===== config.mk =====
export PLATFORM = sky130hd
export DESIGN_NAME = lpc_txn_monitor
export DESIGN_NICKNAME = d
export VERILOG_FILES = /design/src/rtl/lpc_mon_pkg.sv /design/src/rtl/lpc_mon_seq.sv /design/src/rtl/lpc_mon_rec.sv /design/src/rtl/lpc_txn_monitor.sv
export SDC_FILE = /design/constraint.sdc
export NUM_CORES = 1
export LEC_CHECK = 0
export ABC_AREA = 1
export BUFFER_PORTS_ARGS = -buffer_cell sky130_fd_sc_hd__buf_2
export CORE_MARGIN = 5
export CORE_UTILIZATION = 40
export DETAILED_ROUTE_END_ITERATION = 8
export GPL_TIMING_DRIVEN = 1
export PLACE_DENSITY = 0.7
export SYNTH_ARGS = -nofsm -noshare
export SYNTH_HDL_FRONTEND = slang
export SYNTH_SLANG_ARGS = --single-unit

===== constraint.sdc =====
create_clock -name clk_i -period 1.9 [get_ports clk_i]
set_input_delay 0.38 -clock clk_i [delete_from_list [all_inputs] [get_ports clk_i]]
set_output_delay 0.38 -clock clk_i [all_outputs]
set_load 0.02 [all_outputs]

===== src/rtl/lpc_mon_pkg.sv =====
package lpc_mon_pkg;

   localparam int NIB_W  = 4;
   localparam int WARN_N = 4;
   localparam int W_CHG  = 0;
   localparam int W_CT   = 1;
   localparam int W_TAR  = 2;
   localparam int W_SYNC = 3;

   typedef enum logic [2:0] {
      PH_IDLE, PH_START, PH_ADDR, PH_TAR1, PH_SYNC, PH_DATA, PH_TAR2
   } phase_e;

   typedef enum logic [1:0] {SK_GO, SK_WAIT, SK_FAIL, SK_RSVD} sync_kind_e;

   localparam logic [NIB_W-1:0] START_TGT = 4'b0000;
   localparam logic [NIB_W-1:0] TAR_IDLE  = 4'b1111;
   localparam logic [NIB_W-1:0] SY_READY  = 4'b0000;
   localparam logic [NIB_W-1:0] SY_SHORT  = 4'b0101;
   localparam logic [NIB_W-1:0] SY_LONG   = 4'b0110;
   localparam logic [NIB_W-1:0] SY_MORE   = 4'b1001;
   localparam logic [NIB_W-1:0] SY_ERR    = 4'b1010;

   function automatic logic ct_is_io(input logic [NIB_W-1:0] c);
      return (c[3:2] == 2'b00) && !c[0];
   endfunction

   function automatic logic ct_is_mem(input logic [NIB_W-1:0] c);
      return (c[3:2] == 2'b01) && !c[0];
   endfunction

   function automatic logic ct_legal(input logic [NIB_W-1:0] c);
      return !c[0] && (c[3:2] != 2'b11);
   endfunction

   function automatic sync_kind_e sync_kind(input logic [NIB_W-1:0] c);
      if (c == SY_READY || c == SY_MORE)     return SK_GO;
      else if (c == SY_SHORT || c == SY_LONG) return SK_WAIT;
      else if (c == SY_ERR)                   return SK_FAIL;
      else                                    return SK_RSVD;
   endfunction

endpackage


===== src/rtl/lpc_mon_seq.sv =====
module lpc_mon_seq
   import lpc_mon_pkg::*;
#(
   parameter int IO_NIBS   = 4,
   parameter int MEM_NIBS  = 8,
   parameter int TAR_CLKS  = 2,
   parameter int DATA_NIBS = 2,
   parameter bit TAR_CHECK = 1'b1,
   parameter int CNT_W     = $clog2(MEM_NIBS)
) (
   input  logic              clk_i,
   input  logic              rst_ni,
   input  logic              frame_ni,
   input  logic [NIB_W-1:0]  lad_i,
   output logic              ct_ld_o,
   output logic              addr_sh_o,
   output logic              data_ld_o,
   output logic [CNT_W-1:0]  data_idx_o,
   output logic              sync_ld_o,
   output logic              done_o,
   output logic              fail_o,
   output logic [WARN_N-1:0] warn_o
);

   localparam logic [CNT_W-1:0] LAST_IO   = CNT_W'(IO_NIBS - 1);
   localparam logic [CNT_W-1:0] LAST_MEM  = CNT_W'(MEM_NIBS - 1);
   localparam logic [CNT_W-1:0] LAST_TAR  = CNT_W'(TAR_CLKS - 1);
   localparam logic [CNT_W-1:0] LAST_DATA = CNT_W'(DATA_NIBS - 1);

   if (IO_NIBS < 1 || MEM_NIBS <= IO_NIBS) begin : g_bad_addr
      $error("lpc_mon_seq: need 1 <= IO_NIBS < MEM_NIBS");
   end
   if (TAR_CLKS < 1 || TAR_CLKS > MEM_NIBS) begin : g_bad_tar
      $error("lpc_mon_seq: TAR_CLKS out of range");
   end
   if (DATA_NIBS < 1 || DATA_NIBS > MEM_NIBS) begin : g_bad_data
      $error("lpc_mon_seq: DATA_NIBS out of range");
   end

   phase_e             ph_q, ph_d;
   logic [CNT_W-1:0]   cnt_q, cnt_d;
   logic [NIB_W-1:0]   start_q, start_d;
   logic               mem_q, mem_d;
   logic               w_chg, w_ct, w_tar_raw, w_tar, w_sy;
   logic [WARN_N-1:0]  warn_q;

   always_comb begin
      ph_d      = ph_q;
      cnt_d     = cnt_q;
      start_d   = start_q;
      mem_d     = mem_q;
      ct_ld_o   = 1'b0;
      addr_sh_o = 1'b0;
      data_ld_o = 1'b0;
      sync_ld_o = 1'b0;
      done_o    = 1'b0;
      fail_o    = 1'b0;
      w_chg     = 1'b0;
      w_ct      = 1'b0;
      w_tar_raw = 1'b0;
      w_sy      = 1'b0;
      if (!frame_ni) begin
         ph_d    = PH_START;
         start_d = lad_i;
         cnt_d   = '0;
         w_chg   = (ph_q == PH_START) && (lad_i != start_q);
      end else begin
         case (ph_q)
            PH_START: begin
               w_ct = !ct_legal(lad_i);
               if (start_q == START_TGT && (ct_is_io(lad_i) || ct_is_mem(lad_i))) begin
                  ph_d    = PH_ADDR;
                  ct_ld_o = 1'b1;
                  mem_d   = ct_is_mem(lad_i);
                  cnt_d   = '0;
               end else begin
                  ph_d = PH_IDLE;
               end
            end
            PH_ADDR: begin
               addr_sh_o = 1'b1;
               if (cnt_q == (mem_q ? LAST_MEM : LAST_IO)) begin
                  ph_d  = PH_TAR1;
                  cnt_d = '0;
               end else begin
                  cnt_d = cnt_q + CNT_W'(1);
               end
            end
            PH_TAR1, PH_TAR2: begin
               w_tar_raw = (lad_i != TAR_IDLE);
               if (cnt_q == LAST_TAR) begin
                  cnt_d = '0;
                  if (ph_q == PH_TAR1) begin
                     ph_d = PH_SYNC;
                  end else begin
                     ph_d   = PH_IDLE;
                     done_o = 1'b1;
                  end
               end else begin
                  cnt_d = cnt_q + CNT_W'(1);
               end
            end
            PH_SYNC: begin
               sync_ld_o = 1'b1;
               case (sync_kind(lad_i))
                  SK_GO: begin
                     ph_d  = PH_DATA;
                     cnt_d = '0;
                  end
                  SK_FAIL: begin
                     ph_d   = PH_IDLE;
                     fail_o = 1'b1;
                  end
                  SK_RSVD: w_sy = 1'b1;
                  default: ;
               endcase
            end
            PH_DATA: begin
               data_ld_o = 1'b1;
               if (cnt_q == LAST_DATA) begin
                  ph_d  = PH_TAR2;
                  cnt_d = '0;
               end else begin
                  cnt_d = cnt_q + CNT_W'(1);
               end
            end
            default: ;
         endcase
      end
   end

   if (TAR_CHECK) begin : g_tar_chk
      assign w_tar = w_tar_raw;
   end else begin : g_tar_off
      assign w_tar = 1'b0;
   end

   always_ff @(posedge clk_i or negedge rst_ni) begin
      if (!rst_ni) begin
         ph_q    <= PH_IDLE;
         cnt_q   <= '0;
         start_q <= '0;
         mem_q   <= 1'b0;
         warn_q  <= '0;
      end else begin
         ph_q    <= ph_d;
         cnt_q   <= cnt_d;
         start_q <= start_d;
         mem_q   <= mem_d;
         warn_q  <= '0;
         warn_q[W_CHG]  <= w_chg;
         warn_q[W_CT]   <= w_ct;
         warn_q[W_TAR]  <= w_tar;
         warn_q[W_SYNC] <= w_sy;
      end
   end

   assign data_idx_o = cnt_q;
   assign warn_o     = warn_q;

endmodule


===== src/rtl/lpc_mon_rec.sv =====
module lpc_mon_rec
   import lpc_mon_pkg::*;
#(
   parameter int ADDR_W    = 32,
   parameter int DATA_NIBS = 2,
   parameter int CNT_W     = 3,
   parameter int DATA_W    = DATA_NIBS * NIB_W
) (
   input  logic              clk_i,
   input  logic              rst_ni,
   input  logic [NIB_W-1:0]  lad_i,
   input  logic              ct_ld_i,
   input  logic              addr_sh_i,
   input  logic              data_ld_i,
   input  logic [CNT_W-1:0]  data_idx_i,
   input  logic              sync_ld_i,
   input  logic              done_i,
   input  logic              fail_i,
   output logic              valid_o,
   output logic              err_o,
   output logic [NIB_W-1:0]  ctype_o,
   output logic [ADDR_W-1:0] addr_o,
   output logic [DATA_W-1:0] data_o,
   output logic [NIB_W-1:0]  sync_o
);

   logic [ADDR_W-1:0] addr_q;
   logic [NIB_W-1:0]  ct_q, sync_q;
   logic [DATA_W-1:0] data_w;

   for (genvar i = 0; i < DATA_NIBS; i++) begin : g_dnib
      logic [NIB_W-1:0] nib_q;
      always_ff @(posedge clk_i or negedge rst_ni) begin
         if (!rst_ni)
            nib_q <= '0;
         else if (data_ld_i && data_idx_i == CNT_W'(i))
            nib_q <= lad_i;
      end
      assign data_w[i*NIB_W +: NIB_W] = nib_q;
   end

   always_ff @(posedge clk_i or negedge rst_ni) begin
      if (!rst_ni) begin
         addr_q  <= '0;
         ct_q    <= '0;
         sync_q  <= '0;
         valid_o <= 1'b0;
         err_o   <= 1'b0;
         ctype_o <= '0;
         addr_o  <= '0;
         data_o  <= '0;
         sync_o  <= '0;
      end else begin
         valid_o <= done_i | fail_i;
         if (ct_ld_i) begin
            ct_q   <= lad_i;
            addr_q <= '0;
         end else if (addr_sh_i) begin
            addr_q <= {addr_q[ADDR_W-NIB_W-1:0], lad_i};
         end
         if (sync_ld_i) sync_q <= lad_i;
         if (done_i) begin
            ctype_o <= ct_q;
            addr_o  <= addr_q;
            data_o  <= data_w;
            sync_o  <= sync_q;
            err_o   <= 1'b0;
         end else if (fail_i) begin
            ctype_o <= ct_q;
            addr_o  <= addr_q;
            data_o  <= '0;
            sync_o  <= lad_i;
            err_o   <= 1'b1;
         end
      end
   end

endmodule


===== src/rtl/lpc_txn_monitor.sv =====
module lpc_txn_monitor
   import lpc_mon_pkg::*;
#(
   parameter int IO_NIBS   = 4,
   parameter int MEM_NIBS  = 8,
   parameter int TAR_CLKS  = 2,
   parameter int DATA_NIBS = 2,
   parameter bit TAR_CHECK = 1'b1
) (
   input  logic                          clk_i,
   input  logic                          rst_ni,
   input  logic                          frame_ni,
   input  logic [NIB_W-1:0]              lad_i,
   output logic                          rec_valid_o,
   output logic                          rec_err_o,
   output logic [NIB_W-1:0]              rec_ctype_o,
   output logic [MEM_NIBS*NIB_W-1:0]     rec_addr_o,
   output logic [DATA_NIBS*NIB_W-1:0]    rec_data_o,
   output logic [NIB_W-1:0]              rec_sync_o,
   output logic [WARN_N-1:0]             warn_o
);

   localparam int ADDR_W = MEM_NIBS * NIB_W;
   localparam int CNT_W  = $clog2(MEM_NIBS);

   logic             ct_ld, addr_sh, data_ld, sync_ld, done, fail;
   logic [CNT_W-1:0] data_idx;

   lpc_mon_seq #(
      .IO_NIBS   (IO_NIBS),
      .MEM_NIBS  (MEM_NIBS),
      .TAR_CLKS  (TAR_CLKS),
      .DATA_NIBS (DATA_NIBS),
      .TAR_CHECK (TAR_CHECK),
      .CNT_W     (CNT_W)
   ) u_seq (
      .clk_i      (clk_i),
      .rst_ni     (rst_ni),
      .frame_ni   (frame_ni),
      .lad_i      (lad_i),
      .ct_ld_o    (ct_ld),
      .addr_sh_o  (addr_sh),
      .data_ld_o  (data_ld),
      .data_idx_o (data_idx),
      .sync_ld_o  (sync_ld),
      .done_o     (done),
      .fail_o     (fail),
      .warn_o     (warn_o)
   );

   lpc_mon_rec #(
      .ADDR_W    (ADDR_W),
      .DATA_NIBS (DATA_NIBS),
      .CNT_W     (CNT_W)
   ) u_rec (
      .clk_i      (clk_i),
      .rst_ni     (rst_ni),
      .lad_i      (lad_i),
      .ct_ld_i    (ct_ld),
      .addr_sh_i  (addr_sh),
      .data_ld_i  (data_ld),
      .data_idx_i (data_idx),
      .sync_ld_i  (sync_ld),
      .done_i     (done),
      .fail_i     (fail),
      .valid_o    (rec_valid_o),
      .err_o      (rec_err_o),
      .ctype_o    (rec_ctype_o),
      .addr_o     (rec_addr_o),
      .data_o     (rec_data_o),
      .sync_o     (rec_sync_o)
   );

endmodule


---- Word-level counts from Yosys, hierarchy flattened ----
Cells that the tools add are included.
storage, ports and cells
  register bits after elaboration ......... 113
  logic and storage cells ................. 124
operators by class
  reduce and logical (&&, ||, !) cells .... 24
  muxes and demuxes ....................... 56
  bitwise logic cells ..................... 1
  equal/unequal tests ..................... 26
  add/sub/neg operators ................... 1
operator list
  cell                  number
  $mux W32              4
  $mux W3               11
  $mux W1               27
  $mux W4               4
  $mux W8               2
  $pmux W3 S5           1
  $pmux W3 S4           1
  $mux W2               5
  $eq A3 B3 Y1 const B  3
  $ne A3 B2 Y1 const B  3
  $eq A4 B3 Y1 const B  2
  $eq A4 B4 Y1 const B  2
  $logic_not A4 Y1      2
  $ne A4 B4 Y1 const B  2
  $logic_and A1 B1 Y1   7
  $eq A3 B1 Y1 const B  2
  $eq A3 B2 Y1 const B  2
  $ne A3 B3 Y1 const B  2
  $ne A6 B1 Y1 const B  1
  $pmux W3 S2           1
  $reduce_and A3 Y1     2
  $ne A5 B2 Y1 const B  1
  $reduce_and A5 Y1     1
  $eq A2 B2 Y1 const B  2
  13 further kinds      18

---- Longest topological paths before layout ----
Gate-level depths: netlist of the first run.
  word-level depth ........................ 12
  depth in mapped cells ................... 10
  depth with buffers taken out ............ 9

---- Hierarchy ----
A second synthesis of the first run with hierarchy kept.
unflattened totals
  cell total of the unflattened synthesis .. 545
  area total of the unflattened synthesis .. 4748.3 sq um
by module, submodules not included
  module       cells each  times used  sequential area each (sq um)  area an instance (sq um)
  lpc_mon_rec  400         1           2452.4                        3736.1
  lpc_mon_seq  145         1           375.4                         1012.2

---- Least setup slack after synthesis of the first run ----
Ideal clock, no wire load.
  path kind ............................... register -> register
  from .................................... reg u_seq.cnt_q[1], in the netlist u_seq.data_idx_o[1]
  to ...................................... reg u_rec.sync_o[3]
  cell stages (with the launch flop) ...... 9
  setup slack ............................. 0.477 ns
  arrival ................................. 1.301 ns
  required time ........................... 1.778 ns
  library setup time ...................... 0.122 ns
  path through ............................ dfrtp_1 inv_1 ha_1 nand2_1 inv_2 nand2_4 buf_2 o211ai_2 nand2_1
between the ends
  longest elaborated chain between the ends .. 5
  elaborated cells between the ends (all ways) .. 6
RTL lines
  item                                           line                RTL
  from (decl)                                    lpc_mon_seq.sv:41   logic [CNT_W-1:0] cnt_q, cnt_d;
  from (signal assigned)                         lpc_mon_seq.sv:147  cnt_q <= cnt_d;
  $eq A3 B1 Y1 *                                 lpc_mon_seq.sv:91   if (cnt_q == LAST_TAR) begin
  $mux W1 *                                      lpc_mon_seq.sv:91
  $mux W1 *                                      lpc_mon_seq.sv:68   case (ph_q)
  $mux W1 *                                      lpc_mon_seq.sv:62   if (!frame_ni) begin
  $mux W4 or $reduce_bool A2 Y1 (tied branches)  -
  to (signal assigned)                           lpc_mon_rec.sv:66   sync_o <= sync_q;
  to (signal assigned)                           lpc_mon_rec.sv:72   sync_o <= lad_i;
  to (decl)                                      lpc_mon_rec.sv:24   output logic [NIB_W-1:0] sync_o
Every way passes the cells marked *; elsewhere a longest branch is shown, timed or not.
A chain may end at the register's enable or synchronous reset.

---- Final worst setup path of the first run ----
  from .................................... reg u_seq.cnt_q[1], in the netlist u_seq.data_idx_o[1]
  to ...................................... reg u_rec.ctype_o[3]
between the ends
  longest elaborated chain between the ends .. 5
  elaborated cells between the ends (all ways) .. 6
RTL lines
  item                                           line               RTL
  $eq A3 B1 Y1 *                                 lpc_mon_seq.sv:91
  $mux W1 *                                      lpc_mon_seq.sv:91
  $mux W1 *                                      lpc_mon_seq.sv:68
  $mux W1 *                                      lpc_mon_seq.sv:62
  $mux W4 or $reduce_bool A2 Y1 (tied branches)  -
  to (signal assigned)                           lpc_mon_rec.sv:63  ctype_o <= ct_q;
  to (signal assigned)                           lpc_mon_rec.sv:69  ctype_o <= ct_q;
  to (decl)                                      lpc_mon_rec.sv:21  output logic [NIB_W-1:0] ctype_o,
Marked as above.

==> results of run 1 <==
==> worst max path at each step <==
stage	startpoint	depth (start not counted)	endpoint	slack (ns)
6_report	u_seq.data_idx_o[1]$_DFFE_PN0P_	8	u_rec.ctype_o[3]$_DFFE_PN0P_	0.18
5_1_grt	u_seq.data_idx_o[1]$_DFFE_PN0P_	8	u_rec.addr_o[2]$_DFFE_PN0P_	0.005
2_1_floorplan	u_seq.data_idx_o[1]$_DFFE_PN0P_	8	u_rec.sync_o[3]$_DFFE_PN0P_	0.48
3_5_place_dp	u_seq.data_idx_o[1]$_DFFE_PN0P_	8	u_rec.ctype_o[3]$_DFFE_PN0P_	0.17
3_3_place_gp	lad_i[0]	6	u_rec.addr_q[13]$_DFFE_PN0P_	0.27
4_1_cts	u_seq.data_idx_o[1]$_DFFE_PN0P_	8	u_rec.ctype_o[3]$_DFFE_PN0P_	0.16
==> placed cells by master, fill, tap and decap left out, types with 10 or more instances in the layout <==
master	instances
sky130_fd_sc_hd__o21ai_0	55
sky130_fd_sc_hd__dfrtp_1	113
sky130_fd_sc_hd__clkbuf_16	17
sky130_fd_sc_hd__buf_4	10
sky130_fd_sc_hd__buf_2	59
sky130_fd_sc_hd__nand2_1	172
sky130_fd_sc_hd__inv_1	12
sky130_fd_sc_hd__inv_2	10
sky130_fd_sc_hd__a21oi_1	38
sky130_fd_sc_hd__nor2_1	22
sky130_fd_sc_hd__nand3_1	68
==> worst reg2reg max path, cell delays in order (launching register included) <==
cell and delay, ns:
sky130_fd_sc_hd__dfrtp_1 0.40, sky130_fd_sc_hd__inv_1 0.09, sky130_fd_sc_hd__ha_1 0.16, sky130_fd_sc_hd__nand2_1 0.11, sky130_fd_sc_hd__inv_2 0.20, sky130_fd_sc_hd__nand2_4 0.10
sky130_fd_sc_hd__nand2_4 0.35, sky130_fd_sc_hd__nor2_1 0.11, sky130_fd_sc_hd__a21oi_1 0.13
==> routing by layer <==
layer / track usage [%] / up-vias / wire [µm]
li1: - / 1931 / -
met1: 21.4 / 1913 / 5120
met2: 25.0 / 105 / 5330
met3: 4.52 / 13 / 608
met4: 6.37 / 2 / 174
met5: 0 / - / 13
==> cell type report <==
type,count,area [µm²]
Tap cell,168,210
Sequential cell,113,2830
Inverter,22,82.6
Clock inverter,6,35.0
Timing Repair Buffer,72,430
Fill cell,1108,6150
Clock buffer,23,478
Multi-Input combinational cell,387,1850
==> metrics by stage <==
stage               power (W)  cells  util (%)  hold WS [ns]
floorplan             0.00385    553         -        0.0844
global placement      0.00421    762      44.8         0.451
detailed placement    0.00424    762      44.8         0.455
CTS                   0.00702    791      49.0        0.0829
global route          0.00735    791      49.0         0.108
finish                0.00697    791      49.0        0.0173
==> cell usage after synthesis <==
| cell type | count |
|---|---|
| sky130_fd_sc_hd__nand2_1 | 172 |
| sky130_fd_sc_hd__ha_1 | 4 |
| sky130_fd_sc_hd__buf_4 | 4 |
| sky130_fd_sc_hd__clkbuf_1 | 7 |
| sky130_fd_sc_hd__buf_6 | 4 |
| sky130_fd_sc_hd__buf_2 | 15 |
| sky130_fd_sc_hd__o21ai_1 | 1 |
| sky130_fd_sc_hd__nor2_4 | 3 |
| sky130_fd_sc_hd__o211ai_2 | 2 |
| sky130_fd_sc_hd__a21oi_1 | 38 |
| sky130_fd_sc_hd__nor2_8 | 1 |
| sky130_fd_sc_hd__nand3_2 | 4 |
| sky130_fd_sc_hd__o21a_1 | 1 |
| sky130_fd_sc_hd__nand3_1 | 68 |
| sky130_fd_sc_hd__nand2_4 | 3 |
| sky130_fd_sc_hd__nand4_1 | 2 |
| sky130_fd_sc_hd__nor2_1 | 22 |
| sky130_fd_sc_hd__inv_2 | 10 |
| sky130_fd_sc_hd__a41oi_1 | 1 |
| sky130_fd_sc_hd__xnor2_1 | 4 |
| sky130_fd_sc_hd__nor2_2 | 3 |
| sky130_fd_sc_hd__xor2_1 | 1 |
| sky130_fd_sc_hd__buf_1 | 1 |
| sky130_fd_sc_hd__inv_1 | 12 |
| sky130_fd_sc_hd__a21oi_2 | 1 |
| sky130_fd_sc_hd__dfrtp_1 | 113 |
| sky130_fd_sc_hd__o21ai_0 | 55 |
| sky130_fd_sc_hd__o31ai_1 | 1 |
==> sequential cells by signal (all words and copies together) (netlist names) <==
name and cells:
u_rec.sync_o 4, u_rec.ct_q 4, u_seq.data_idx_o 3, u_rec.valid_o 1, u_rec.sync_q 4, u_rec.g_dnib.nib_q 8, u_rec.ctype_o 4, u_seq.mem_q 1
u_seq.ph_q 3, u_seq.start_q 4, u_rec.err_o 1, u_rec.addr_o 32, u_seq.warn_o 4, u_rec.data_o 8, u_rec.addr_q 32
==> cells by family after synthesis <==
kind of cell               count (synthesis)
adders and majority gates                  4
AOI/OAI and AO/OA                        100
buffers and inverters                     53
DFF                                      113
and+or+nand+nor                          278
xor gates and xnor gates                   5
==> power by group through the flow <==
| stage | Sequential (W) | Clock (W) | Combinational [W] |
|---|---|---|---|
| floorplan | 0.00307 | 0 | 0.000783 |
| finish | 0.00304 | 0.00276 | 0.00118 |
| global route | 0.00309 | 0.00293 | 0.00134 |
| detailed placement | 0.00306 | 0 | 0.00118 |
| global placement | 0.00306 | 0 | 0.00116 |
| CTS | 0.00303 | 0.00280 | 0.00118 |
==> metrics, run 1 <==
Routed Wire Length=about 11000 µm; internal power=approximately 0.0049 W; number of global-route vias before repair=between 3000 and 4000; main combinational cell family by area after synthesis=simple AND/OR/NAND/NOR gates; clock power share=39.6%; cell at the root of the clock tree=sky130_fd_sc_hd__clkbuf_16; Critical Path End Type=flip-flop; layout cell share with drive strength beyond 1=between 20% and 30%; end of the worst register-to-register path=u_rec.ctype_o[3]$_DFFE_PN0P_; Final Worst Setup Slack=~0.18 ns; chain of cells forming the critical path=inv_1, ha_1, nand2_1, inv_2, nand2_4, nand2_4, nor2_1, a21oi_1; standard cell area after detailed placement=~5400 µm²; buffers added on ports=60; upper clock frequency limit=~580 MHz; adder-cell share of the synthesized area=~1%; number of iterations in the first detailed-routing pass=5; Max VDD drop=slightly above 0.6 mV; leading post-synthesis cells by cell area=sky130_fd_sc_hd__dfrtp_1 (57%), sky130_fd_sc_hd__nand2_1 (13%), sky130_fd_sc_hd__nand3_1 (6.9%), sky130_fd_sc_hd__o21ai_0 (5.6%), sky130_fd_sc_hd__a21oi_1 (3.9%); top cell family by delay on the critical path=simple AND/OR/NAND/NOR gates; Tot GR Track Use=16.1%; Area Growth Syn to Fin=19.7%; Post-Syn Nets=564; Hold Crit Class=input pin to async pin; largest incremental delay on the critical path=approximately 0.40 ns; Post-Synthesis Mean Instance Area=about 8.9 µm²; Vias/cell=roughly 5.0; post-synthesis share of cell area spent on and, or, nand and nor gates=roughly 25%; Final Slew Violations=0; remaining global-route overflow=0; final-report setup violation count=0; share of synthesized area spent on multiplexers=0%; net switching power of the design=~0.0021 W; worst flop-to-flop path startpoint=u_seq.data_idx_o[1]$_DFFE_PN0P_; die outline height=121 µm; clock tree from TritonCTS=done; cell mode on critical path=sky130_fd_sc_hd__nand2_4; largest area contributor in the netlist=sky130_fd_sc_hd__dfrtp_1; maximum number of pins on one net before global-route repair=approximately 110; initial detailed-routing violation count=approximately 350; final hold viol count=0; Worst Tran Pin Value=0.616 ns; number of buffers inserted during clock tree synthesis=17; clock sink count=between 100 and 150; weighted congestion at the end of routability-driven global placement=around 0.88; count of buffers added by post-CTS timing repair for setup=0; largest buffer count on any clock path=2; final setup skew=between 0.007 and 0.008 ns; leakage=3.16 nW; flop2flop setup slack=0.18 ns; area of the die=14700 µm²; diodes inserted=0; clock edge transition at the registers on the reported setup and hold paths=0.05 ns; arrival time at the worst endpoint=2.05 ns; ratio of final minimum period to clock period=90.7%; share of the yosys chip area belonging to registers=57.2%; core area=between 10000 and 15000 µm²; XOR/XNOR Fraction of Synth Area=less than 1%; post-synthesis cell area=approximately 4900 µm²; startpoint-to-endpoint class of the critical path=flip-flop to flip-flop; FF-to-FF path depth=8; Post-layout nets=between 600 and 700; part of the total power dissipated in sequential elements=43.6%; standard-cell rows=40; Hold Buf Count CTS=0; PwrDens=1180 nW/µm²; total via count in the routed design=3964; status=complete, no violations; starting density of the core=41.0%; post-synthesis compound-gate area fraction=10.7%; Max transition margin=between 50% and 60%; final-layout setup total negative slack=0 ns; Detailed Place HPWL=7310 µm; number of routed nets with antenna violations=0; reported max-cap violation count=0; Worst path slowest cell=sky130_fd_sc_hd__dfrtp_1; setup repair after global routing missed its margin=no; Post-Syn Instances=553; maximum fanout count along the critical path=41; total of flip-flops plus latches after synthesis=~110; WL per Instance=14.2 µm; sw frac=29.9%; global-route wire length before repair=about 19000 µm; Worst Setup Slack post-DPL=around 0.17 ns; clock network latency to the later pin of the worst-skew pair=a little over 0.4 ns; buffers plus inverters on the worst setup path=2; library cells used by synthesis=28; initial antenna violation count=1; number of warnings issued by yosys=0; proportion of netlist area held by the largest area contributor=a little under three fifths; Worst setup SP type=flip-flop; # H-tree levels=4; critical path data required time=between 2 and 2.5 ns; power share of the combinational group=between 10% and 20%; cell area after layout=between 5000 and 6000 µm²; CTS resizes=0; DRC violation count after routing=0; time the worst path needs with I/O delays and setup=1.72 ns; Horiz. Die Dim=roughly 120 µm; I/O pins=a little over 60
(Power assumes the default switching activity.)
==> run 2, diff against run 1 <==
--- a/config.mk
+++ b/config.mk
@@ -5,7 +5,7 @@
 export SDC_FILE = /design/constraint.sdc
 export NUM_CORES = 1
 export LEC_CHECK = 0
-export ABC_AREA = 1
+export ABC_AREA = 0
 export BUFFER_PORTS_ARGS = -buffer_cell sky130_fd_sc_hd__buf_2
 export CORE_MARGIN = 5
 export CORE_UTILIZATION = 40
==> metrics, run 2 <==
status=finished with violations (was complete, no violations); violations in the final reports=setup timing; Post-Syn Instances=401 (was 553); initial antenna violation count=0 (was 1); worst-case hold slack=0.259 ns (was 0.0173 ns); end of the worst register-to-register path=u_rec.g_dnib[1].nib_q[0]$_DFFE_PN0P_ (was u_rec.ctype_o[3]$_DFFE_PN0P_); standard cell area after detailed placement=5430 µm² (was 5400 µm²); final setup skew=0.00800 ns (was 0.00775 ns); final hold viol count=0 (unchanged); Hold Crit Class=input pin to flip-flop (was input pin to async pin); most common cell after layout, fill and taps aside=sky130_fd_sc_hd__dfrtp_1 (was sky130_fd_sc_hd__nand2_1); layout cell share with drive strength beyond 1=42.2% (was 20.1%); die outline height=118 µm (was 121 µm); leading cell types in the layout, fill and taps excluded=sky130_fd_sc_hd__dfrtp_1 (109), sky130_fd_sc_hd__nand2_1 (80), sky130_fd_sc_hd__buf_2 (59) (was sky130_fd_sc_hd__nand2_1 (172), sky130_fd_sc_hd__dfrtp_1 (113), sky130_fd_sc_hd__nand3_1 (68)); clock tree from TritonCTS=done (unchanged); ranking of synthesized cells by instance count=sky130_fd_sc_hd__dfrtp_1 (113), sky130_fd_sc_hd__nand2_1 (82), sky130_fd_sc_hd__mux2_2 (46) (was sky130_fd_sc_hd__nand2_1 (172), sky130_fd_sc_hd__dfrtp_1 (113), sky130_fd_sc_hd__nand3_1 (68)); Max VDD drop=0.656 mV (was 0.616 mV); maximum number of pins on one net before global-route repair=41 (was 114); global-route wire length before repair=18100 µm (was 19200 µm); time the worst path needs with I/O delays and setup=2.17 ns (was 1.72 ns); proportion of netlist area held by the largest area contributor=60.9% (was 57.2%); clock network latency to the later pin of the worst-skew pair=0.41 ns (about the same); standard-cell rows=39 (was 40); area of the die=13900 µm² (was 14700 µm²); critical path data required time=2.20 ns (was 2.23 ns); library cells used by synthesis=40 (was 28); most instantiated library cell after synthesis=sky130_fd_sc_hd__dfrtp_1 (was sky130_fd_sc_hd__nand2_1); Horiz. Die Dim=118 µm (was 121 µm); arrival time at the worst endpoint=2.46 ns (was 2.05 ns); startpoint-to-endpoint class of the critical path=flip-flop to flip-flop (unchanged); proportion of register bits with asynchronous set or reset after synthesis=100% (unchanged); Min-Delay Startpoint=lad_i[2]; Final Slew Violations=0 (unchanged); FF-to-FF path depth=5 (was 8); number of iterations in the first detailed-routing pass=4 (was 5); I/O pins=61 (unchanged); largest area contributor in the netlist=sky130_fd_sc_hd__dfrtp_1 (unchanged); largest buffer count on any clock path=2 (unchanged); diodes inserted=0 (unchanged); Hold Path End=u_rec.sync_q[2]$_DFFE_PN0P_; Post-Syn Nets=412 (was 564); PwrDens=974 nW/µm² (was 1180 nW/µm²); flop2flop setup slack=-0.27 ns (was 0.18 ns); Critical path origin=u_seq.ph_q[2]$_DFFE_PN0P_ (was u_seq.data_idx_o[1]$_DFFE_PN0P_); number of routed nets with antenna violations=0 (unchanged); prevailing post-synth register cell=sky130_fd_sc_hd__dfrtp_1 (unchanged); worst flop-to-flop path startpoint=u_seq.ph_q[2]$_DFFE_PN0P_ (was u_seq.data_idx_o[1]$_DFFE_PN0P_); remaining global-route overflow=0 (unchanged); total via count in the routed design=3443 (was 3964); Critical Path End Type=flip-flop (unchanged); Max transition margin=61.7% (was 59.0%); Worst setup SP type=flip-flop (unchanged); global routing met2 resource utilization=25.5% (was 25.0%); cell at the root of the clock tree=sky130_fd_sc_hd__clkbuf_16 (unchanged); number of global-route vias before repair=3611 (was 3945); upper clock frequency limit=461 MHz (was 580 MHz); ratio of final minimum period to clock period=114% (was 90.7%); initial detailed-routing violation count=206 (was 354); global-route track usage on met3=5.14% (was 4.52%); Tot GR Track Use=16.2% (was 16.1%); maximum fanout count along the critical path=4 (was 41); global routing usage on met1=20.0% (was 21.4%); # H-tree levels=4 (unchanged); setup repair after global routing missed its margin=yes (was no); starting density of the core=40.7% (was 41.0%); Routed Wire Length=10800 µm (was 11200 µm); DRC violation count after routing=0 (unchanged); clock edge transition at the registers on the reported setup and hold paths=0.05 ns (about the same); reported max-cap violation count=0 (unchanged); WL per Instance=16.3 µm (was 14.2 µm); number of buffers inserted during clock tree synthesis=17 (unchanged); total of flip-flops plus latches after synthesis=113 (unchanged); core area=11400 µm² (was 12100 µm²); Post-layout nets=522 (was 624); leakage=3.22 nW (was 3.16 nW); share of the yosys chip area belonging to registers=60.9% (was 57.2%); number of flops mapped to enable cells by yosys=0 (unchanged); Area Growth Syn to Fin=36.1% (was 19.7%); registers with the most flip-flops=u_rec.addr_o x32, u_rec.addr_q x32 (unchanged); post-synthesis cell area=4640 µm² (was 4940 µm²); Worst Tran Pin Value=0.575 ns (was 0.616 ns); Post-Synthesis Mean Instance Area=11.6 µm² (was 8.93 µm²); Vias/cell=5.16 (was 5.01); leading post-synthesis cells by cell area=sky130_fd_sc_hd__dfrtp_1 (61%), sky130_fd_sc_hd__mux2_2 (11%), sky130_fd_sc_hd__nand2_1 (6.6%), sky130_fd_sc_hd__a21oi_1 (3.8%), sky130_fd_sc_hd__a22o_1 (1.9%) (was sky130_fd_sc_hd__dfrtp_1 (57%), sky130_fd_sc_hd__nand2_1 (13%), sky130_fd_sc_hd__nand3_1 (6.9%), sky130_fd_sc_hd__o21ai_0 (5.6%), sky130_fd_sc_hd__a21oi_1 (3.9%)); number of warnings issued by yosys=0 (unchanged); weighted congestion at the end of routability-driven global placement=0.907 (was 0.880); cell area after layout=6320 µm² (was 5910 µm²); Most Crowded Layer GR=met2 (unchanged); Detailed Place HPWL=7070 µm (was 7310 µm); buffers added on ports=60 (unchanged); final-report setup violation count=25 (was 0); Final Worst Setup Slack=-0.268 ns (was 0.176 ns); Min-Delay Path Depth=3; clock sink count=113 (unchanged)
-- run 2: metrics by stage --
stage | util [%] | worst slack, ns | instances | TNS [ns] | power, W
final | 55.3 | -0.268 | 667 | -2.63 | 0.00616
after global routing | 55.3 | -0.300 | 667 | -3.98 | 0.00640
after CTS | 54.3 | -0.306 | 665 | -1.90 | 0.00617
after detailed placement | 47.6 | -0.399 | 623 | -3.03 | 0.00321
after global placement | 47.6 | -0.313 | 623 | -1.39 | 0.00318
after floorplan | - | -0.273 | 401 | -1.09 | 0.00299
-- run 2: what timing repair did --
item,4_1_cts,5_1_grt
endpoints found under the hold margin,37,0
gates cloned,1,0
resized for setup,24,29
hold buffers,1,0
pin swaps,9,7
buffers inserted,11,4
endpoints found under the setup margin,42,41
-- run 2: kinds of logic after synthesis --
group	synth area share [%]
multiplexers	12.7
flip-flops	60.9
XOR/XNOR	1.89
AND/OR/NAND/NOR	10.6
adder cells (fa/ha/maj)	1.08
AO/OA/AOI/OAI	10.0
buffers and inverters	2.83
-- run 2: layout make-up --
type	instances	area (µm²)
fill	949	5100
clock inverter	13	114
inverter	10	45.0
multi-input combinational	254	1850
timing repair buffer	115	860
clock buffer	19	443
sequential	113	2830
tap	143	179
-- run 2: how the worst max path moves through the flow --
stage	to	slack [ns]	cells after the start
floorplan	u_rec.g_dnib[1].nib_q[1]$_DFFE_PN0P_	-0.27	7
global placement	u_rec.g_dnib[1].nib_q[2]$_DFFE_PN0P_	-0.31	7
detailed placement	u_rec.g_dnib[1].nib_q[0]$_DFFE_PN0P_	-0.40	7
CTS	u_rec.g_dnib[1].nib_q[0]$_DFFE_PN0P_	-0.31	5
global route	u_rec.g_dnib[1].nib_q[0]$_DFFE_PN0P_	-0.30	5
finish	u_rec.g_dnib[1].nib_q[0]$_DFFE_PN0P_	-0.27	5
-- run 2: critical path, stage by stage (launching register included) --
cell and delay (ns):
sky130_fd_sc_hd__dfrtp_2 0.44, sky130_fd_sc_hd__xor2_1 0.18, sky130_fd_sc_hd__o211a_1 0.24, sky130_fd_sc_hd__or3_4 0.34, sky130_fd_sc_hd__or4b_4 0.54, sky130_fd_sc_hd__mux2_4 0.32
-- run 2: power breakdown --
part | total (W) | internal (W) | switching [W]
logic | 0.000518 | 0.000248 | 0.000270
registers | 0.00272 | 0.00259 | 0.000124
clock network | 0.00292 | 0.00182 | 0.00110
-- run 2: metal layers --
layer,routed length [µm],vias up,part of all wire (%)
met1,4700,1730,43
met4,291,0,2.7
met3,496,23,4.6
met2,5360,87,49
li1,-,1603,-
met5,0,-,0
==> run 3, diff against run 2 <==
--- a/config.mk
+++ b/config.mk
@@ -7,7 +7,7 @@
 export LEC_CHECK = 0
 export ABC_AREA = 0
 export BUFFER_PORTS_ARGS = -buffer_cell sky130_fd_sc_hd__buf_2
-export CORE_MARGIN = 5
+export CORE_MARGIN = 2
 export CORE_UTILIZATION = 40
 export DETAILED_ROUTE_END_ITERATION = 8
 export GPL_TIMING_DRIVEN = 1
==> metrics, run 3 (synthesis gave the netlist of run 2 again) <==
WL per Instance=15.9 µm (was 16.3 µm); Final Slew Violations=0 (unchanged); Hold Crit Class=input pin to flip-flop (unchanged); leakage=3.27 nW (was 3.22 nW); number of global-route vias before repair=3382 (was 3611); total via count in the routed design=3373 (was 3443); Worst setup SP type=flip-flop (unchanged); power share of the combinational group=8.1% (was 8.4%); status=finished with violations (unchanged); clock network latency to the later pin of the worst-skew pair=0.41 ns (about the same); initial antenna violation count=0 (unchanged); starting density of the core=40.8% (was 40.7%); end of the worst register-to-register path=u_rec.g_dnib[1].nib_q[0]$_DFFE_PN0P_ (unchanged); critical path data required time=2.19 ns (was 2.20 ns); ratio of final minimum period to clock period=112% (was 114%); largest buffer count on any clock path=2 (unchanged); remaining global-route overflow=0 (unchanged); net switching power of the design=0.00143 W (was 0.00149 W); most common cell after layout, fill and taps aside=sky130_fd_sc_hd__dfrtp_1 (unchanged); # H-tree levels=4 (unchanged); Tot GR Track Use=17.7% (was 16.2%); final hold viol count=0 (unchanged); chain of cells forming the critical path=inv_2, ha_4, nand2b_4, o211a_1, or3_4, or4b_4, mux2_4 (was xor2_1, o211a_1, or3_4, or4b_4, mux2_4); Critical Path End Type=flip-flop (unchanged); Min-Delay Startpoint=lad_i[3] (was lad_i[2]); area of the die=12500 µm² (was 13900 µm²); Detailed Place HPWL=6900 µm (was 7070 µm); clock tree from TritonCTS=done (unchanged); largest incremental delay on the critical path=0.55 ns (was 0.54 ns); maximum fanout count along the critical path=4 (unchanged); I/O pins=61 (unchanged); clock sink count=113 (unchanged); Min-Delay Path Depth=2 (was 3); number of inserted filler cells in the final layout=969 (was 949); Post-Layout Cell Count=673 (was 667); buffers plus inverters on the worst setup path=1 (was 0); die outline height=112 µm (was 118 µm); clock power share=48.4% (was 47.4%); layout cell share with drive strength beyond 1=42.1% (was 42.2%); number of routed nets with antenna violations=0 (unchanged); final setup skew=0.00803 ns (was 0.00800 ns); global-route wire length before repair=17400 µm (was 18100 µm); clock edge transition at the registers on the reported setup and hold paths=0.05 ns (about the same); weighted congestion at the end of routability-driven global placement=0.816 (was 0.907); DRC violation count after routing=0 (unchanged); Worst Tran Pin Value=0.476 ns (was 0.575 ns); cell total after placement=627 (was 623); upper clock frequency limit=468 MHz (was 461 MHz); initial detailed-routing violation count=154 (was 206); Area Growth Syn to Fin=37.5% (was 36.1%); Post-layout nets=529 (was 522); violations in the final reports=setup timing (unchanged); setup repair after global routing missed its margin=yes (unchanged); core area=11400 µm² (about the same); cell at the root of the clock tree=sky130_fd_sc_hd__clkbuf_16 (unchanged); number of iterations in the first detailed-routing pass=5 (was 4); standard-cell rows=39 (unchanged); worst flop-to-flop path startpoint=u_seq.data_idx_o[1]$_DFFE_PN0P_ (was u_seq.ph_q[2]$_DFFE_PN0P_); time the worst path needs with I/O delays and setup=2.14 ns (was 2.17 ns); Worst path slowest cell=sky130_fd_sc_hd__or4b_4 (unchanged); Final Worst Setup Slack=-0.237 ns (was -0.268 ns); Routed Wire Length=10700 µm (was 10800 µm); part of the total power dissipated in sequential elements=43.4% (was 44.1%); reported max-cap violation count=0 (unchanged); PwrDens=978 nW/µm² (was 974 nW/µm²); arrival time at the worst endpoint=2.43 ns (was 2.46 ns); final-report setup violation count=11 (was 25); Worst Setup Slack post-DPL=-0.313 ns (was -0.399 ns); sw frac=22.9% (was 24.2%); top cell family by delay on the critical path=simple AND/OR/NAND/NOR gates (unchanged); flop2flop setup slack=-0.24 ns (was -0.27 ns); Max transition margin=68.2% (was 61.7%); Max VDD drop=0.812 mV (was 0.656 mV); FF-to-FF path depth=7 (was 5); leading cell types in the layout, fill and taps excluded=sky130_fd_sc_hd__dfrtp_1 (112), sky130_fd_sc_hd__nand2_1 (79), sky130_fd_sc_hd__buf_2 (60) (was sky130_fd_sc_hd__dfrtp_1 (109), sky130_fd_sc_hd__nand2_1 (80), sky130_fd_sc_hd__buf_2 (59)); registers with the most flip-flops=u_rec.addr_o x32, u_rec.addr_q x32 (unchanged); number of buffers inserted during clock tree synthesis=17 (unchanged); startpoint-to-endpoint class of the critical path=flip-flop to flip-flop (unchanged); internal power=0.00481 W (was 0.00466 W); Hold Path End=u_rec.g_dnib[0].nib_q[3]$_DFFE_PN0P_ (was u_rec.sync_q[2]$_DFFE_PN0P_); diodes inserted=0 (unchanged); buffers added on ports=60 (unchanged); Vias/cell=5.01 (was 5.16); Horiz. Die Dim=112 µm (was 118 µm); maximum number of pins on one net before global-route repair=40 (was 41); final-layout setup total negative slack=-1.01 ns (was -2.63 ns)
[run 3: power by group through the flow]
| stage | Combinational (W) | Clock (W) | Sequential [W] |
|---|---|---|---|
| floorplan | 0.000268 | 0 | 0.00273 |
| detailed placement | 0.000475 | 0 | 0.00274 |
| CTS | 0.000497 | 0.00309 | 0.00271 |
| finish | 0.000507 | 0.00302 | 0.00271 |
| global placement | 0.000456 | 0 | 0.00274 |
| global route | 0.000562 | 0.00321 | 0.00273 |
[run 3: worst reg2reg max path: stages (launching register included)]
cell and delay, ns:
sky130_fd_sc_hd__dfrtp_1 0.40, sky130_fd_sc_hd__inv_2 0.09, sky130_fd_sc_hd__ha_4 0.15, sky130_fd_sc_hd__nand2b_4 0.05, sky130_fd_sc_hd__o211a_1 0.12, sky130_fd_sc_hd__or3_4 0.34
sky130_fd_sc_hd__or4b_4 0.55, sky130_fd_sc_hd__mux2_4 0.32
[run 3: through the flow]
step / hold WS (ns) / utilization, % / power [W] / area [µm²]
2_1_floorplan: 0.0844 / - / 0.00299 / 4640
3_3_place_gp: 0.363 / 47.9 / 0.00319 / 5450
3_5_place_dp: 0.371 / 47.9 / 0.00322 / 5450
4_1_cts: 0.260 / 54.4 / 0.00630 / 6190
5_1_grt: 0.275 / 56.1 / 0.00651 / 6380
6_report: 0.270 / 56.1 / 0.00624 / 6380
[run 3: repair_timing]
item	CTS	global route
setup endpoints to repair	39	77
hold buffers	1	0
endpoints found under the hold margin	32	0
resized for setup	16	28
gates cloned	2	3
pin swaps	6	5
setup buffers	4	7
[run 3: layout make-up]
class / instances / area [µm²] / share of cell area [%]
Tap cell: 143 / 179 / 2.80
Clock buffer: 20 / 457 / 7.16
Multi-Input combinational cell: 254 / 1830 / 28.6
Timing Repair Buffer: 122 / 927 / 14.5
Clock inverter: 11 / 114 / 1.78
Sequential cell: 113 / 2830 / 44.3
Inverter: 10 / 50.0 / 0.784
[run 3: metal layers]
| layer | track usage [%] | vias to the layer above | part of all wire [%] |
|---|---|---|---|
| met5 | 0 | - | 0 |
| li1 | - | 1627 | - |
| met2 | 26.9 | 61 | 50 |
| met3 | 4.14 | 9 | 3.8 |
| met4 | 8.40 | 0 | 1.1 |
| met1 | 24.2 | 1676 | 45 |
[run 3: worst max-delay path by stage]
stage	end	start	cells past startpoint
floorplan	u_rec.g_dnib[1].nib_q[1]$_DFFE_PN0P_	u_seq.data_idx_o[1]$_DFFE_PN0P_	7
global placement	u_rec.g_dnib[1].nib_q[0]$_DFFE_PN0P_	u_seq.data_idx_o[1]$_DFFE_PN0P_	7
detailed placement	u_rec.g_dnib[1].nib_q[0]$_DFFE_PN0P_	u_seq.data_idx_o[1]$_DFFE_PN0P_	7
CTS	u_rec.g_dnib[1].nib_q[0]$_DFFE_PN0P_	u_seq.ph_q[0]$_DFFE_PN0P_	5
global route	u_rec.g_dnib[1].nib_q[0]$_DFFE_PN0P_	u_seq.data_idx_o[1]$_DFFE_PN0P_	7
finish	u_rec.g_dnib[1].nib_q[0]$_DFFE_PN0P_	u_seq.data_idx_o[1]$_DFFE_PN0P_	7
